[src/rtl/bkpt_pkg.sv]
package bkpt_pkg;
    localparam int BYTE_W  = 8;
    localparam int ADDR_W  = 2 * BYTE_W;
    localparam int DATA_W  = 2 * BYTE_W;
    localparam int PAGE_W  = 6;
    localparam int WIN_W   = 2;
    localparam logic [WIN_W-1:0] WIN_CODE = 2'b10;
    localparam int NCMP    = 2;
    localparam int CFG_AW  = 4;
    localparam int REGS_PER_CMP = 4;

    // per-comparator register offsets inside its group
    localparam int OFS_PAGE = 0;
    localparam int OFS_HI   = 1;
    localparam int OFS_LO   = 2;
    localparam int OFS_CTRL = 3;
    localparam int OFS_MODE = NCMP * REGS_PER_CMP;

    // control byte bit positions
    localparam int CB_EN     = 0;
    localparam int CB_RW_EN  = 1;
    localparam int CB_RW_DIR = 2;
    localparam int CB_MASK_L = 3;
    localparam int CB_MASK_H = 4;

    typedef struct packed {
        logic              en;
        logic              rw_en;
        logic              rw_dir;
        logic              mask_hi;
        logic              mask_lo;
        logic [PAGE_W-1:0] page;
        logic [BYTE_W-1:0] hi;
        logic [BYTE_W-1:0] lo;
    } cmp_cfg_t;

    typedef struct packed {
        cmp_cfg_t [NCMP-1:0] cmp;
        logic                full_mode;
    } cfg_t;

    typedef struct packed {
        logic a;
        logic b;
    } hit_t;
endpackage

[src/rtl/bkpt_cfg_regs.sv]
module bkpt_cfg_regs
    import bkpt_pkg::*;
#(
    parameter int AW = CFG_AW,
    parameter int DW = BYTE_W
) (
    input  logic          clk,
    input  logic          rst_n,
    input  logic          we,
    input  logic [AW-1:0] waddr,
    input  logic [DW-1:0] wdata,
    output cfg_t          cfg
);
    cfg_t cfg_d, cfg_q;

    always_comb begin
        cfg_d = cfg_q;
        if (we) begin
            for (int i = 0; i < NCMP; i++) begin
                if (waddr == AW'(i * REGS_PER_CMP + OFS_PAGE))
                    cfg_d.cmp[i].page = wdata[PAGE_W-1:0];
                if (waddr == AW'(i * REGS_PER_CMP + OFS_HI))
                    cfg_d.cmp[i].hi = wdata;
                if (waddr == AW'(i * REGS_PER_CMP + OFS_LO))
                    cfg_d.cmp[i].lo = wdata;
                if (waddr == AW'(i * REGS_PER_CMP + OFS_CTRL)) begin
                    cfg_d.cmp[i].en      = wdata[CB_EN];
                    cfg_d.cmp[i].rw_en   = wdata[CB_RW_EN];
                    cfg_d.cmp[i].rw_dir  = wdata[CB_RW_DIR];
                    cfg_d.cmp[i].mask_lo = wdata[CB_MASK_L];
                    cfg_d.cmp[i].mask_hi = wdata[CB_MASK_H];
                end
            end
            if (waddr == AW'(OFS_MODE))
                cfg_d.full_mode = wdata[0];
        end
    end

    always_ff @(posedge clk or negedge rst_n) begin
        if (!rst_n) cfg_q <= '0;
        else        cfg_q <= cfg_d;
    end

    assign cfg = cfg_q;
endmodule

[src/rtl/bkpt_addr_match.sv]
module bkpt_addr_match
    import bkpt_pkg::*;
#(
    parameter int AW  = ADDR_W,
    parameter int BW  = BYTE_W,
    parameter int PW  = PAGE_W,
    parameter int WW  = WIN_W,
    parameter logic [WW-1:0] WCODE = WIN_CODE
) (
    input  logic [AW-1:0] bus_addr,
    input  logic [PW-1:0] bus_page,
    input  logic          bus_rnw,
    input  logic [PW-1:0] cfg_page,
    input  logic [BW-1:0] cfg_hi,
    input  logic [BW-1:0] cfg_lo,
    input  logic          mask_hi,
    input  logic          mask_lo,
    input  logic          rw_en,
    input  logic          rw_dir,
    output logic          addr_hit,
    output logic          rw_ok
);
    localparam int OFF_HI_W = AW - WW - BW;

    logic paged, page_eq, hi_eq, lo_eq, eff_mask_hi, range_ok;

    always_comb begin
        paged   = (bus_addr[AW-1 -: WW] == WCODE);
        page_eq = (bus_page == cfg_page);
        if (paged)
            hi_eq = (bus_addr[AW-WW-1:BW] == cfg_hi[OFF_HI_W-1:0]);
        else
            hi_eq = (bus_addr[AW-1:BW] == cfg_hi);
        lo_eq       = (bus_addr[BW-1:0] == cfg_lo);
        // high-only masking is meaningless; only honour it with low mask
        eff_mask_hi = mask_hi & mask_lo;
        range_ok    = paged ? page_eq : ~eff_mask_hi;
        addr_hit    = range_ok & (eff_mask_hi | hi_eq) & (mask_lo | lo_eq);
        rw_ok       = ~rw_en | (bus_rnw == rw_dir);
    end
endmodule

[src/rtl/bkpt_data_match.sv]
module bkpt_data_match
    import bkpt_pkg::*;
#(
    parameter int BW = BYTE_W
) (
    input  logic [2*BW-1:0] bus_data,
    input  logic [BW-1:0]   cfg_hi,
    input  logic [BW-1:0]   cfg_lo,
    input  logic            mask_hi,
    input  logic            mask_lo,
    output logic            data_hit
);
    logic hi_eq, lo_eq;

    always_comb begin
        hi_eq    = (bus_data[2*BW-1:BW] == cfg_hi);
        lo_eq    = (bus_data[BW-1:0] == cfg_lo);
        data_hit = (mask_hi | hi_eq) & (mask_lo | lo_eq);
    end
endmodule

[src/rtl/bkpt_cmp_top.sv]
module bkpt_cmp_top
    import bkpt_pkg::*;
(
    input  logic              clk,
    input  logic              rst_n,
    input  logic              cfg_we,
    input  logic [CFG_AW-1:0] cfg_addr,
    input  logic [BYTE_W-1:0] cfg_wdata,
    input  logic              bus_valid,
    input  logic [ADDR_W-1:0] bus_addr,
    input  logic [PAGE_W-1:0] bus_page,
    input  logic [DATA_W-1:0] bus_data,
    input  logic              bus_rnw,
    output logic              hit_a,
    output logic              hit_b
);
    cfg_t            cfg_q;
    logic [NCMP-1:0] am_hit;
    logic [NCMP-1:0] am_rw_ok;
    logic            dm_hit;
    hit_t            hit_d, hit_q;

    bkpt_cfg_regs u_regs (
        .clk   (clk),
        .rst_n (rst_n),
        .we    (cfg_we),
        .waddr (cfg_addr),
        .wdata (cfg_wdata),
        .cfg   (cfg_q)
    );

    for (genvar i = 0; i < NCMP; i++) begin : g_cmp
        bkpt_addr_match u_am (
            .bus_addr (bus_addr),
            .bus_page (bus_page),
            .bus_rnw  (bus_rnw),
            .cfg_page (cfg_q.cmp[i].page),
            .cfg_hi   (cfg_q.cmp[i].hi),
            .cfg_lo   (cfg_q.cmp[i].lo),
            .mask_hi  (cfg_q.cmp[i].mask_hi),
            .mask_lo  (cfg_q.cmp[i].mask_lo),
            .rw_en    (cfg_q.cmp[i].rw_en),
            .rw_dir   (cfg_q.cmp[i].rw_dir),
            .addr_hit (am_hit[i]),
            .rw_ok    (am_rw_ok[i])
        );
    end

    bkpt_data_match u_dm (
        .bus_data (bus_data),
        .cfg_hi   (cfg_q.cmp[1].hi),
        .cfg_lo   (cfg_q.cmp[1].lo),
        .mask_hi  (cfg_q.cmp[1].mask_hi),
        .mask_lo  (cfg_q.cmp[1].mask_lo),
        .data_hit (dm_hit)
    );

    always_comb begin
        hit_d   = '0;
        hit_d.a = bus_valid & cfg_q.cmp[0].en & am_hit[0] & am_rw_ok[0];
        if (cfg_q.full_mode)
            hit_d.b = bus_valid & cfg_q.cmp[1].en & am_hit[0] & am_rw_ok[0] & dm_hit;
        else
            hit_d.b = bus_valid & cfg_q.cmp[1].en & am_hit[1] & am_rw_ok[1];
    end

    always_ff @(posedge clk or negedge rst_n) begin
        if (!rst_n) hit_q <= '0;
        else        hit_q <= hit_d;
    end

    assign hit_a = hit_q.a;
    assign hit_b = hit_q.b;
endmodule

[config.mk]
export PLATFORM = sky130hd
export DESIGN_NAME = bkpt_cmp_top
export DESIGN_NICKNAME = d
export VERILOG_FILES = /design/src/rtl/bkpt_pkg.sv /design/src/rtl/bkpt_cfg_regs.sv /design/src/rtl/bkpt_addr_match.sv /design/src/rtl/bkpt_data_match.sv /design/src/rtl/bkpt_cmp_top.sv
export SDC_FILE = /design/constraint.sdc
export NUM_CORES = 1
export LEC_CHECK = 0
export ABC_AREA = 0
export CELL_PAD_IN_SITES_DETAIL_PLACEMENT = 1
export CELL_PAD_IN_SITES_GLOBAL_PLACEMENT = 1
export CORE_MARGIN = 2
export CORE_UTILIZATION = 57
export CTS_BUF_LIST = sky130_fd_sc_hd__clkbuf_8
export DETAILED_ROUTE_END_ITERATION = 8
export DONT_BUFFER_PORTS = 1
export GPL_TIMING_DRIVEN = 0
export PLACE_DENSITY_LB_ADDON = 0.1
export SLEW_MARGIN = 10
export SYNTH_ARGS = -nofsm -noshare
export SYNTH_HDL_FRONTEND = slang
export SYNTH_SLANG_ARGS = --single-unit
[constraint.sdc]
create_clock -name clk -period 3.95 [get_ports clk]
set_input_delay 0.79 -clock clk [delete_from_list [all_inputs] [get_ports clk]]
set_output_delay 0.79 -clock clk [all_outputs]
set_load 0.01 [all_outputs]
Word-level counts from Yosys, hierarchy flattened --
Index checks and enable logic that the tools add are counted.
Operators by class: equal/unequal tests 21, mux-type cells 5, bitwise gates (word level) 28, reductions and logical operators 10
Operator list (count):
- $eq 8x8->1 | 6
- $eq 6x6->1 | 4
- $reduce_and 2->1 | 9
- $and 1x1->1 | 16
- $eq 4x3->1 const B | 4
- $eq 4x2->1 const B | 2
- $or 1x1->1 | 8
- $mux 1 | 5
- $eq 4x1->1 const B | 1
- $eq 4x4->1 const B | 1
- $logic_not 4->1 | 1
- $not 1->1 | 4
- $eq 1x1->1 | 2
- $eq 2x2->1 const B | 1
Storage, ports and cells: register bits after elaboration 57

Longest topological paths before layout --
depth in word-level cells 9, gate-level depth with buffers 5, depth with buffers taken out 5

Modules after synthesis --
From an unflattened synthesis, not the netlist that was laid out.
Second synthesis, totals: cell total of the unflattened synthesis 233, area total of the unflattened synthesis 3021.6 µm²
Modules (own cells, without submodules):
- bkpt_cfg_regs | cells an instance 127, area each 2167.1 µm², instances 1, sequential area each 1376.3 µm²
- bkpt_addr_match | cells an instance 38, area each 295.3 µm², instances 2, sequential area each 0.0 µm²
- bkpt_data_match | cells an instance 23, area each 178.9 µm², instances 1, sequential area each 0.0 µm²
- bkpt_cmp_top | cells an instance 7, area each 85.1 µm², instances 1, sequential area each 50.0 µm²

Least setup slack after synthesis --
OpenSTA, ideal clock, no wires.
path kind in2reg, start point input cfg_addr[3], end point register, netlist name u_regs.cfg[36], path slack 2020 ps, setup time 125 ps, buffers on the path 0, arrival 1806 ps, stages 3, cell sequence nand3b_1 > nor3b_4 > mux2_2
On the way: word-level cells in the longest chain between the ends 2
RTL lines:
- from (decl) | line bkpt_cmp_top.sv:7 | input logic [CFG_AW-1:0] cfg_addr,
- $eq 4x3->1 | line bkpt_cfg_regs.sv:22 | if (waddr == AW'(i * REGS_PER_CMP + OFS_HI))
- $reduce_and 2->1 (no source line)
Every way passes these cells. A chain may end at the register's enable or synchronous reset.

Worst setup path after layout --
start point input cfg_addr[3], end point register, netlist name u_regs.cfg[37]
On the way: word-level cells in the longest chain between the ends 2
RTL lines (line):
- $eq 4x3->1 | bkpt_cfg_regs.sv:22
- $reduce_and 2->1 (no source line)
Every way passes these cells.

==> metrics.yaml <==
remaining_drc_errors: 0
cp-start-kind: "input pin"
ios: 57
p_leak_uw: 0.00135
synth_warnings: 0
power.density_mw_per_mm2: 526
final.setup.tns_ns: 0
r2r_end: "hit_b"
path_clk_slew_ns: 0.06
synth_cell_types: 29
finClkSkew_ns: 0.00325
stdcell_area_sq_mm: 0.00324
syn_area_per_cell_sq_um: 12.7
cp.required_ns: 4.17
seq_area_sq_mm: 0.00143
synthFlopType: "dfrtp_1"
hold_viol_final: 0
diodes: 0
period_share_pct: 46.0
clkSinkCount: 57
cts_resized: 0
criticalPathCategory: "in2reg"
drtIter0Drc: 86
worstPathMaxFanout: 8
clk_path_buf_depth: 2
antenna_found_initial: 0
period_minus_slack_ns: 1.82
drv_slew: 0
layout-drive-gt1-share_pct: 30.1
htree_levels: 3
cts_hold_buffers: 0
critPathArrivalTime_ns: 2.04
synth_seq_cells: 57
crit_path_end_kind: "register"
placementRows: 26
multi_input_area_sq_mm: 0.00151
power_uw: 1710
antenna_left: 0
vias: 1923
setup_violations: 0
synthArstFlopShare_pct: 100
post_cts_buffers: 0
worst_pin_slew_ns: 0.502
relSlewSlack_pct: 66.4
cts_tree: "yes"
postPlaceCellArea_sq_mm: 0.00305
first_pass_iters: 4
vdd_drop_max_mv: 0.297
yosys.area.top_type: "dfrtp_1"
hp-class: "in2async"
r2r_cells: 5
core-area_sq_mm: 0.00507
synth_edf_count: 0
numPortBuffers: 0
chipWidth_um: 76.1
dieHeight_um: 76.1
fillers: 528
start_util_pct: 58.4
syn_area_sq_mm: 0.00296
final_cell_mix: "dfrtp_1 (57), mux2_2 (54), xor2_1 (31)"
clk-insertion-delay-late_ns: 0.33
drt_wl_total_um: 7450
grt_pass1_wl_um: 12200
grt_overflow: 0
syn_inst: 233
nets: 299
die-area_sq_mm: 0.00579
regToRegSetupSlack_ns: 2.21
routed_via_density: 6.03
yosys.area.top_type_share_pct: 48.1
rsz0062_at_grt: "no"
gp_congestion: 0.792
status: "complete, no violations"
area_growth_pct: 9.46
dpl.hpwl_um: 5280
grtUsageTotal_pct: 27.9
timing.fmax_mhz: 550
ys_seq_area_share_pct: 48.1
layout_commonest_cell: "dfrtp_1"
grt_pass1_vias: 2289
r2r_start: "u_regs.cfg[13]"
synth_fp_nets: 288
numCtsBuffers: 9
maxCapViolCount: 0
grt_max_degree: 58
wl_per_cell_um: 23.3
cts-root-buf: "clkbuf_8"
yosys-top-cells-area: "dfrtp_1 (48%), mux2_2 (21%), xor2_1 (9.2%)"
-- cell families after synthesis --
logic type      after synthesis  share of synthesized area (%)
xor+xnor                     59                           17.4
flops                        57                           48.1
mux                          54                           20.5
simple gates                 43                           9.12
compound gates               14                           4.01
buf+inv                       6                          0.802
-- per-layer routing --
metal / GRT usage, % / vias up / wire length [um]
li1: - / 852 / -
met1: 34.0 / 1004 / 3020
met2: 49.2 / 54 / 3910
met3: 5.92 / 13 / 369
met4: 9.64 / 0 / 144
met5: 0 / - / 0
-- power breakdown --
group,leakage [uW],switching [uW],internal [uW]
combinational,0.000541,142,207
clock,0.000107,230,292
sequential,0.000702,119,717
total,0.00135,491,1220
-- per-stage QoR --
step / hold slack, ns / utilization (%) / setup WS [ns] / std cells
floorplan: 0.481 / - / 2.02 / 233
global placement: 0.490 / 60.1 / 1.83 / 303
detailed placement: 0.496 / 60.1 / 1.79 / 303
CTS: 0.139 / 63.9 / 2.14 / 319
global route: 0.132 / 63.9 / 2.06 / 319
finish: 0.144 / 63.9 / 2.13 / 319
-- critical path: stages --
cell      delay, ns
nand3b_1       0.31
nor3b_4        0.54
mux2_2         0.40
-- cells in the mapped netlist, types with 2 or more instances --
| cell type | n |
|---|---|
| a22oi_1 | 2 |
| dfrtp_1 | 57 |
| xor2_1 | 31 |
| clkbuf_1 | 3 |
| nor4_1 | 7 |
| nand2b_1 | 4 |
| a21oi_1 | 3 |
| nor3_1 | 3 |
| nand2_1 | 8 |
| inv_1 | 2 |
| nor2_1 | 4 |
| o41ai_2 | 2 |
| nand4_1 | 7 |
| nor3b_4 | 2 |
| nand3_1 | 2 |
| nand3b_1 | 3 |
| mux2_2 | 54 |
| xnor2_1 | 28 |
-- how the worst max path moves through the flow --
stage,slack (ns),endpoint,start
3_3_place_gp,1.83,u_regs.cfg[40],cfg_addr[3]
4_1_cts,2.14,u_regs.cfg[39],cfg_addr[3]
5_1_grt,2.06,u_regs.cfg[39],cfg_addr[3]
6_report,2.13,u_regs.cfg[37],cfg_addr[3]
2_1_floorplan,2.02,u_regs.cfg[36],cfg_addr[3]
3_5_place_dp,1.79,u_regs.cfg[39],cfg_addr[3]
-- layout make-up --
type / instances / area share (%)
clock inverters: 3 / 0.424
inverters: 2 / 0.231
well taps: 70 / 2.70
clock buffers: 13 / 5.51
plain buffers: 4 / 0.501
multi-input cells: 170 / 46.7
flip-flops and latches: 57 / 44.0
-- state kept, by name (all words and copies together) (netlist names) --
| signal | flops |
|---|---|
| u_regs.cfg | 55 |
| hit_a | 1 |
| hit_b | 1 |
Power figures use the tool's default switching activity.
